--- config.mk ---
export PLATFORM = sky130hd
export DESIGN_NAME = flip_index_tracker
export DESIGN_NICKNAME = d
export VERILOG_FILES = /design/src/rtl/flip_pkg.sv /design/src/rtl/flip_wrap_incr.sv /design/src/rtl/flip_field_regs.sv /design/src/rtl/flip_stall_ctl.sv /design/src/rtl/flip_index_tracker.sv
export SDC_FILE = /design/constraint.sdc
export NUM_CORES = 1
export LEC_CHECK = 0
export ABC_AREA = 0
export BUFFER_PORTS_ARGS = -buffer_cell sky130_fd_sc_hd__clkbuf_2
export CAP_MARGIN = 20
export CORE_ASPECT_RATIO = 0.6
export CORE_MARGIN = 5
export CORE_UTILIZATION = 41
export CTS_CLUSTER_DIAMETER = 200
export DETAILED_ROUTE_END_ITERATION = 8
export GPL_ROUTABILITY_DRIVEN = 0
export GPL_TIMING_DRIVEN = 0
export PLACE_DENSITY = 0.78
export SYNTH_ARGS = -nofsm -noshare
export SYNTH_HDL_FRONTEND = slang
export SYNTH_HIERARCHICAL = 1
export SYNTH_SLANG_ARGS = --single-unit
--- constraint.sdc ---
create_clock -name clk -period 4.3 [get_ports clk]
set_input_delay 0.86 -clock clk [delete_from_list [all_inputs] [get_ports clk]]
set_output_delay 0.86 -clock clk [all_outputs]
set_load 0.03 [all_outputs]
--- src/rtl/flip_pkg.sv ---
package flip_pkg;

   // Method codes (command-stream offsets)
   localparam int unsigned MC_LD_RD  = 'h120;
   localparam int unsigned MC_LD_WR  = 'h124;
   localparam int unsigned MC_LD_MOD = 'h128;
   localparam int unsigned MC_INC_WR = 'h12C;
   localparam int unsigned MC_STALL  = 'h130;

   // Register-bus offsets
   localparam int unsigned RO_SURF   = 'h710;
   localparam int unsigned RO_KICK   = 'h71C;

   // Field placement inside the surface word
   localparam int unsigned WR_LSB    = 20;
   localparam int unsigned RD_LSB    = 24;
   localparam int unsigned MOD_LSB   = 28;
   localparam int unsigned KICK_BIT  = 1;

   typedef enum logic [2:0] {
      OP_NONE,
      OP_LD_RD,
      OP_LD_WR,
      OP_LD_MOD,
      OP_INC_WR,
      OP_STALL
   } flip_op_e;

endpackage

--- src/rtl/flip_wrap_incr.sv ---
module flip_wrap_incr #(
   parameter int unsigned IDX_W       = 3,
   parameter bit          USE_DIVIDER = 1'b1
) (
   input  logic [IDX_W-1:0] idx,
   input  logic [IDX_W-1:0] modulo,
   output logic [IDX_W-1:0] nxt
);

   localparam int unsigned STEPS = 1 << IDX_W;

   logic [IDX_W:0] sum;
   logic [IDX_W:0] divisor;

   assign sum     = {1'b0, idx} + (IDX_W+1)'(1);
   assign divisor = {1'b0, modulo};

   generate
      if (USE_DIVIDER) begin : g_div
         always_comb begin
            if (modulo == '0) nxt = idx;
            else              nxt = IDX_W'(sum % divisor);
         end
      end else begin : g_sub
         logic [IDX_W:0] acc;
         always_comb begin
            acc = sum;
            for (int k = 0; k < STEPS; k++) begin
               if (acc >= divisor) acc = acc - divisor;
            end
            if (modulo == '0) nxt = idx;
            else              nxt = IDX_W'(acc);
         end
      end
   endgenerate

endmodule

--- src/rtl/flip_field_regs.sv ---
module flip_field_regs #(
   parameter int unsigned IDX_W       = 3,
   parameter bit          USE_DIVIDER = 1'b1
) (
   input  logic             clk,
   input  logic             rst_n,
   input  logic             ld_rd,
   input  logic             ld_wr,
   input  logic             ld_mod,
   input  logic             inc_wr,
   input  logic             inc_rd,
   input  logic [IDX_W-1:0] param_idx,
   input  logic             sw_ld,
   input  logic [IDX_W-1:0] sw_wr,
   input  logic [IDX_W-1:0] sw_rd,
   input  logic [IDX_W-1:0] sw_mod,
   output logic [IDX_W-1:0] wr_idx,
   output logic [IDX_W-1:0] rd_idx,
   output logic [IDX_W-1:0] mod_val
);

   logic [IDX_W-1:0] wr_q, rd_q, mod_q;
   logic [IDX_W-1:0] wr_step, rd_step;

   flip_wrap_incr #(.IDX_W(IDX_W), .USE_DIVIDER(USE_DIVIDER)) u_wr_step (
      .idx(wr_q), .modulo(mod_q), .nxt(wr_step)
   );

   flip_wrap_incr #(.IDX_W(IDX_W), .USE_DIVIDER(USE_DIVIDER)) u_rd_step (
      .idx(rd_q), .modulo(mod_q), .nxt(rd_step)
   );

   always_ff @(posedge clk or negedge rst_n) begin
      if (!rst_n) begin
         wr_q  <= '0;
         rd_q  <= '0;
         mod_q <= '0;
      end else begin
         if (ld_mod)      mod_q <= param_idx;
         else if (sw_ld)  mod_q <= sw_mod;

         if (ld_wr)       wr_q <= param_idx;
         else if (inc_wr) wr_q <= wr_step;
         else if (sw_ld)  wr_q <= sw_wr;

         if (ld_rd)       rd_q <= param_idx;
         else if (sw_ld)  rd_q <= sw_rd;
         else if (inc_rd) rd_q <= rd_step;
      end
   end

   assign wr_idx  = wr_q;
   assign rd_idx  = rd_q;
   assign mod_val = mod_q;

   // write index advances by modular arithmetic
   a_r3_wr_wrap: assert property (@(posedge clk) disable iff (!rst_n)
      (inc_wr && mod_q != '0) |=>
      ({1'b0, wr_q} == ({1'b0, $past(wr_q)} + (IDX_W+1)'(1)) % {1'b0, $past(mod_q)}));

   // read index kick advances by modular arithmetic
   a_r4_rd_wrap: assert property (@(posedge clk) disable iff (!rst_n)
      (inc_rd && !ld_rd && !sw_ld && mod_q != '0) |=>
      ({1'b0, rd_q} == ({1'b0, $past(rd_q)} + (IDX_W+1)'(1)) % {1'b0, $past(mod_q)}));

   // zero modulo freezes the index being stepped
   a_r5_zero_mod_wr: assert property (@(posedge clk) disable iff (!rst_n)
      (inc_wr && mod_q == '0) |=> $stable(wr_q));

   a_r5_zero_mod_rd: assert property (@(posedge clk) disable iff (!rst_n)
      (inc_rd && !ld_rd && !sw_ld && mod_q == '0) |=> $stable(rd_q));

endmodule

--- src/rtl/flip_stall_ctl.sv ---
module flip_stall_ctl (
   input  logic clk,
   input  logic rst_n,
   input  logic stall_take,
   input  logic idx_match,
   output logic stalled
);

   logic stall_q;

   always_ff @(posedge clk or negedge rst_n) begin
      if (!rst_n)                     stall_q <= 1'b0;
      else if (stall_take)            stall_q <= 1'b1;
      else if (stall_q && idx_match)  stall_q <= 1'b0;
   end

   assign stalled = stall_q;

   // stall holds while indices differ
   a_r6_hold: assert property (@(posedge clk) disable iff (!rst_n)
      (stall_q && !idx_match) |=> stall_q);

   // a match releases the stall on the following edge
   a_r7_release: assert property (@(posedge clk) disable iff (!rst_n)
      (stall_q && idx_match) |=> !stall_q);

endmodule

--- src/rtl/flip_index_tracker.sv ---
module flip_index_tracker #(
   parameter int unsigned IDX_W       = 3,
   parameter int unsigned DATA_W      = 32,
   parameter int unsigned ADDR_W      = 12,
   parameter int unsigned MTH_W       = 12,
   parameter bit          USE_DIVIDER = 1'b1
) (
   input  logic              clk,
   input  logic              rst_n,
   input  logic              mth_valid,
   output logic              mth_ready,
   input  logic [MTH_W-1:0]  mth_code,
   input  logic [DATA_W-1:0] mth_param,
   input  logic              reg_wr,
   input  logic [ADDR_W-1:0] reg_addr,
   input  logic [DATA_W-1:0] reg_wdata,
   output logic [DATA_W-1:0] reg_rdata,
   output logic              flip_stalled
);

   import flip_pkg::*;

   localparam int unsigned FIELD_TOP = MOD_LSB + IDX_W;

   generate
      if (IDX_W < 1 || IDX_W > 4) begin : g_bad_idx
         $error("flip_index_tracker: IDX_W must lie in 1..4");
      end
      if (DATA_W < FIELD_TOP) begin : g_bad_data
         $error("flip_index_tracker: DATA_W too narrow for surface fields");
      end
      if (ADDR_W < 11) begin : g_bad_addr
         $error("flip_index_tracker: ADDR_W too narrow for offsets");
      end
      if (MTH_W < 9) begin : g_bad_mth
         $error("flip_index_tracker: MTH_W too narrow for method codes");
      end
   endgenerate

   flip_op_e         op;
   logic             take;
   logic             stalled;
   logic [IDX_W-1:0] wr_idx, rd_idx, mod_val;
   logic             sw_ld, kick;

   always_comb begin
      op = OP_NONE;
      if (mth_code == MTH_W'(MC_LD_RD))       op = OP_LD_RD;
      else if (mth_code == MTH_W'(MC_LD_WR))  op = OP_LD_WR;
      else if (mth_code == MTH_W'(MC_LD_MOD)) op = OP_LD_MOD;
      else if (mth_code == MTH_W'(MC_INC_WR)) op = OP_INC_WR;
      else if (mth_code == MTH_W'(MC_STALL))  op = OP_STALL;
   end

   assign mth_ready = !stalled;
   assign take      = mth_valid && mth_ready;
   assign sw_ld     = reg_wr && (reg_addr == ADDR_W'(RO_SURF));
   assign kick      = reg_wr && (reg_addr == ADDR_W'(RO_KICK)) && reg_wdata[KICK_BIT];

   flip_field_regs #(.IDX_W(IDX_W), .USE_DIVIDER(USE_DIVIDER)) u_fields (
      .clk       (clk),
      .rst_n     (rst_n),
      .ld_rd     (take && op == OP_LD_RD),
      .ld_wr     (take && op == OP_LD_WR),
      .ld_mod    (take && op == OP_LD_MOD),
      .inc_wr    (take && op == OP_INC_WR),
      .inc_rd    (kick),
      .param_idx (mth_param[IDX_W-1:0]),
      .sw_ld     (sw_ld),
      .sw_wr     (reg_wdata[WR_LSB +: IDX_W]),
      .sw_rd     (reg_wdata[RD_LSB +: IDX_W]),
      .sw_mod    (reg_wdata[MOD_LSB +: IDX_W]),
      .wr_idx    (wr_idx),
      .rd_idx    (rd_idx),
      .mod_val   (mod_val)
   );

   flip_stall_ctl u_stall (
      .clk        (clk),
      .rst_n      (rst_n),
      .stall_take (take && op == OP_STALL),
      .idx_match  (rd_idx == wr_idx),
      .stalled    (stalled)
   );

   assign flip_stalled = stalled;

   always_comb begin
      reg_rdata = '0;
      if (reg_addr == ADDR_W'(RO_SURF)) begin
         reg_rdata[WR_LSB  +: IDX_W] = wr_idx;
         reg_rdata[RD_LSB  +: IDX_W] = rd_idx;
         reg_rdata[MOD_LSB +: IDX_W] = mod_val;
      end
   end

   logic unused_bits;
   assign unused_bits = ^{mth_param[DATA_W-1:IDX_W], reg_wdata};

   // an accepted stall drops ready on the next cycle
   a_r6_ready_drop: assert property (@(posedge clk) disable iff (!rst_n)
      (take && op == OP_STALL) |=> (!mth_ready && flip_stalled));

   // readback carries nothing outside the three fields
   a_r8_readback_clean: assert property (@(posedge clk) disable iff (!rst_n)
      (reg_addr == ADDR_W'(RO_SURF)) |->
      ((reg_rdata & ~(DATA_W'({IDX_W{1'b1}}) << WR_LSB)
                  & ~(DATA_W'({IDX_W{1'b1}}) << RD_LSB)
                  & ~(DATA_W'({IDX_W{1'b1}}) << MOD_LSB)) == '0));

   // any other offset reads zero
   a_r8_other_zero: assert property (@(posedge clk) disable iff (!rst_n)
      (reg_addr != ADDR_W'(RO_SURF)) |-> (reg_rdata == '0));

endmodule

==> load_flow_metrics.sql <==
INSERT INTO impl_metrics (metric_group, metric, value, unit) VALUES
('status', 'result_of_the_run', 'finished with violations', ''),
('status', 'violations', 'setup timing', ''),
('worst_setup_path', 'critical_path.cell_chain', 'and3_4 -> ha_4 -> nor3b_4 -> a2bb2oi_2 -> ha_4 -> o21ai_2 -> a21o_2 -> a21o_4 -> ha_4 -> a41oi_4 -> o21ai_4 -> nor2_4 -> nor2_4 -> fa_2 -> a21oi_2 -> nand3_2 -> a211oi_4 -> buf_4 -> o211ai_1 -> o211a_1 -> mux2_4 -> mux2i_1 -> o21ai_1', ''),
('worst_setup_path', 'cp_common_cell', 'sky130_fd_sc_hd__ha_4', ''),
('yosys', 'async_reset_ff_frac', '1.00', ''),
('finish', 'finalCoreUtilization', '0.654', ''),
('worst_setup_path', 'critPathLaunchType', 'flip-flop', ''),
('yosys', 'synth_area', '2240', 'um^2'),
('global_route', 'initial_antenna_violation_count', '0', ''),
('worst_setup_path', 'worstPathArrival', '4.63', 'ns'),
('run', 'max_cap_violations', '0', ''),
('place', 'io_buffer_count', '51', ''),
('die', 'die_w', '105', 'um'),
('route', 'ant_nets', '0', ''),
('worst_setup_path', 'cp_max_fo', '4', ''),
('worst_setup_path', 'setup.worst_path.end_class', 'flip-flop', ''),
('worst_setup_path', 'critical_path.startpoint', 'u_fields/rd_idx[1]$_DFFE_PN0P_', ''),
('timing', 'clock-skew-final', '0.000970', 'ns'),
('die', 'die_height', '67.2', 'um'),
('finish', 'layout_commonest_cell', 'sky130_fd_sc_hd__buf_4', ''),
('timing', 'tightest_slew', '0.853', 'ns'),
('clock_tree', 'clkSinkCount', '10', ''),
('finish', 'drive_gt1_frac', '0.576', ''),
('die', 'effective_utilization_at_floorplan', '0.432', ''),
('die', 'core_region_area', '5180', 'um^2'),
('die', 'ioPinCount', '126', ''),
('yosys', 'cell_count_after_synthesis', '262', ''),
('min_path', 'hp-class', 'input pin to asynchronous set/reset pin', ''),
('clock_tree', 'cts_inserted_buffers', '3', ''),
('finish', 'final_nets', '499', ''),
('global_route', 'first_global_vias', '2246', ''),
('power', 'max-vdd-ir-drop', '124', 'uV'),
('yosys', 'syn-mean-instance-area', '8.54', 'um^2'),
('worst_setup_path', 'timing_worst_setup_path_type', 'flip-flop to flip-flop', ''),
('finish', 'layout.cells.most_common_list', '60 x sky130_fd_sc_hd__buf_4, 51 x sky130_fd_sc_hd__clkbuf_2, 23 x sky130_fd_sc_hd__conb_1', ''),
('finish', 'synthToLayoutAreaGrowth', '51.5', '%'),
('worst_setup_path', 'crit_slowest_cell', 'sky130_fd_sc_hd__dfrtp_2', ''),
('route', 'post_drt_via_cell_ratio', '5.30', ''),
('clock_tree', 'clk_pin_slew_worst_paths', '0.05', 'ns'),
('timing', 'final_max_slew_viol_count', '0', ''),
('worst_setup_path', 'required', '4.40', 'ns'),
('yosys', 'synth_warnings', '6', ''),
('finish', 'fillerInstances', '436', ''),
('yosys', 'flip_flop_cell_with_the_highest_count_after_synthesis', 'sky130_fd_sc_hd__dfrtp_1', ''),
('power', 'power.density_cell_area', '105', 'nW/um^2'),
('timing', 'final.min_clock_period', '4.53', 'ns'),
('clock_tree', 'cts.path.max_buffers', '2', ''),
('yosys', 'ys_seq_elements', '10', ''),
('worst_setup_path', 'reg2reg_from', 'u_fields/rd_idx[1]$_DFFE_PN0P_', ''),
('route', 'first_pass_iters', '4', ''),
('timing', 'achievable_frequency', '221', 'MHz'),
('power', 'finalPower', '0.355', 'mW'),
('timing', 'finalCritPeriodShare', '1.05', ''),
('clock_tree', 'clk_latency', '0.25', 'ns'),
('finish', 'antenna_cells_inserted', '0', ''),
('yosys', 'synth_enable_flop_cells', '0', ''),
('yosys', 'synthDistinctLibCells', '50', ''),
('global_route', 'wire_length_of_the_first_global_routing_pass', '10800', 'um'),
('worst_setup_path', 'critPathMaxStageDelay', '0.42', 'ns'),
('die', 'core.rowCount', '20', ''),
('route', 'finalWirelength', '7000', 'um'),
('global_route', 'overflow_left_after_global_routing', '0', ''),
('timing', 'finalSetupViolations', '6', ''),
('route', 'via_count', '2364', ''),
('timing', 'timing.slew.headroom', '0.426', ''),
('power', 'power.static_leakage', '1.50', 'nW'),
('clock_tree', 'cts_tree', 'built', ''),
('place', 'hpwlAfterDp', '4770', 'um'),
('die', 'dieArea', '7080', 'um^2'),
('timing', 'grt_setup_unrepaired', 'yes', ''),
('yosys', 'ys_seq_area_frac', '0.112', ''),
('global_route', 'grt_use_total', '0.191', ''),
('global_route', 'grt_max_degree', '11', ''),
('timing', 'hold_viol', '0', ''),
('clock_tree', 'clock-root-buffer', 'sky130_fd_sc_hd__clkbuf_8', ''),
('route', 'remaining_drc_errors', '0', ''),
('route', 'wire_per_inst', '15.7', 'um'),
('clock_tree', 'h-tree-depth', '1', ''),
('timing', 'finalWorstSetupSlack', '-0.227', 'ns'),
('route', 'drtIter0Drc', '134', '');
## final timing paths
check	slack, ns	end	cells after the start
min reg2reg	0.54	u_stall/stalled$_DFFE_PN0P_	1
max in group asynchronous	3.61	u_fields/wr_idx[0]$_DFFE_PN0P_	1
min in group clk	0.54	u_stall/stalled$_DFFE_PN0P_	1
max	-0.23	u_fields/rd_idx[0]$_DFFE_PN0P_	23
max reg2reg	-0.23	u_fields/rd_idx[0]$_DFFE_PN0P_	23
min	0.47	u_stall/stalled$_DFFE_PN0P_	1
## registers in the layout (all words and copies together), names as in the netlist
register,count
u_fields/mod_val,3
u_fields/rd_idx,3
u_fields/wr_idx,3
u_stall/stalled,1
## per-layer routing
metal | global-route usage | vias up | part of all wire
li1 | - | 1164 | -
met1 | 0.266 | 1093 | 0.48
met2 | 0.307 | 98 | 0.43
met3 | 0.0344 | 9 | 0.072
met4 | 0.0524 | 0 | 0.012
met5 | 0 | - | 0
## power by group
group | switching [mW] | total [mW] | internal, mW
registers | 0.00113 | 0.0962 | 0.0951
logic | 0.0759 | 0.134 | 0.0583
clock network | 0.0436 | 0.125 | 0.0810
## cells by family after synthesis
kind of cell | count (synthesis) | synth area share
fa+ha+maj | 26 | 0.152
other cells | 1 | 0.00168
compound gates | 54 | 0.176
flops | 10 | 0.112
xor+xnor | 9 | 0.0352
simple gates | 100 | 0.317
mux | 15 | 0.0755
buf+inv | 47 | 0.131
## final cells by class
type	instances	area, um^2	share of cell area
buffer	31	233	0.0687
clock buffer	4	55.1	0.0162
inverter	16	65.1	0.0192
multi-input combinational	227	2110	0.623
sequential	10	259	0.0764
tap	66	82.6	0.0244
timing repair buffer	92	582	0.172
## metrics by stage
stage | setup slack [ns] | hold slack, ns | cell area [um^2] | setup TNS, ns | std cells
finish | -0.227 | 0.468 | 3390 | -0.925 | 446
global route | -0.453 | 0.483 | 3390 | -1.97 | 446
CTS | -0.164 | 0.478 | 3170 | -0.460 | 433
detailed placement | -0.747 | 0.527 | 2720 | -3.77 | 401
global placement | -0.638 | 0.520 | 2720 | -3.28 | 401
floorplan | -0.0740 | 0.564 | 2380 | -0.169 | 284
## worst max-delay path, delay by kind of cell, from the launching register on
kind,cells,cell delay [ns]
AO/OA/AOI/OAI,11,1.70
buffers and inverters,1,0.15
multiplexers,2,0.38
adder cells (fa/ha/maj),4,1.05
AND/OR/NAND/NOR,5,0.66
flip-flops,1,0.42
## Yosys cell counts (7+ instances only)
master	instances	area, um^2
sky130_fd_sc_hd__ha_1	24	300
sky130_fd_sc_hd__buf_4	23	173
sky130_fd_sc_hd__nand2_1	21	78.8
sky130_fd_sc_hd__inv_1	16	60.1
sky130_fd_sc_hd__o21ai_0	14	70.1
sky130_fd_sc_hd__dfrtp_1	10	250
sky130_fd_sc_hd__nor4_2	10	125
sky130_fd_sc_hd__or3b_2	10	87.6
sky130_fd_sc_hd__mux2i_1	9	90.1
sky130_fd_sc_hd__nor3_1	9	45.0
sky130_fd_sc_hd__nor2_1	8	30.0
sky130_fd_sc_hd__o21ai_1	7	35.0
sky130_fd_sc_hd__xor2_1	7	61.3
## repair_timing
action                                  CTS  global route
buffers inserted                         28            13
endpoints found under the setup margin    6             6
pin swaps                                35            28
gates resized for setup                  41            27
endpoints found under the hold margin     0             0
hold buffers                              0             0
No activity file was read; power rests on OpenSTA's default activity.
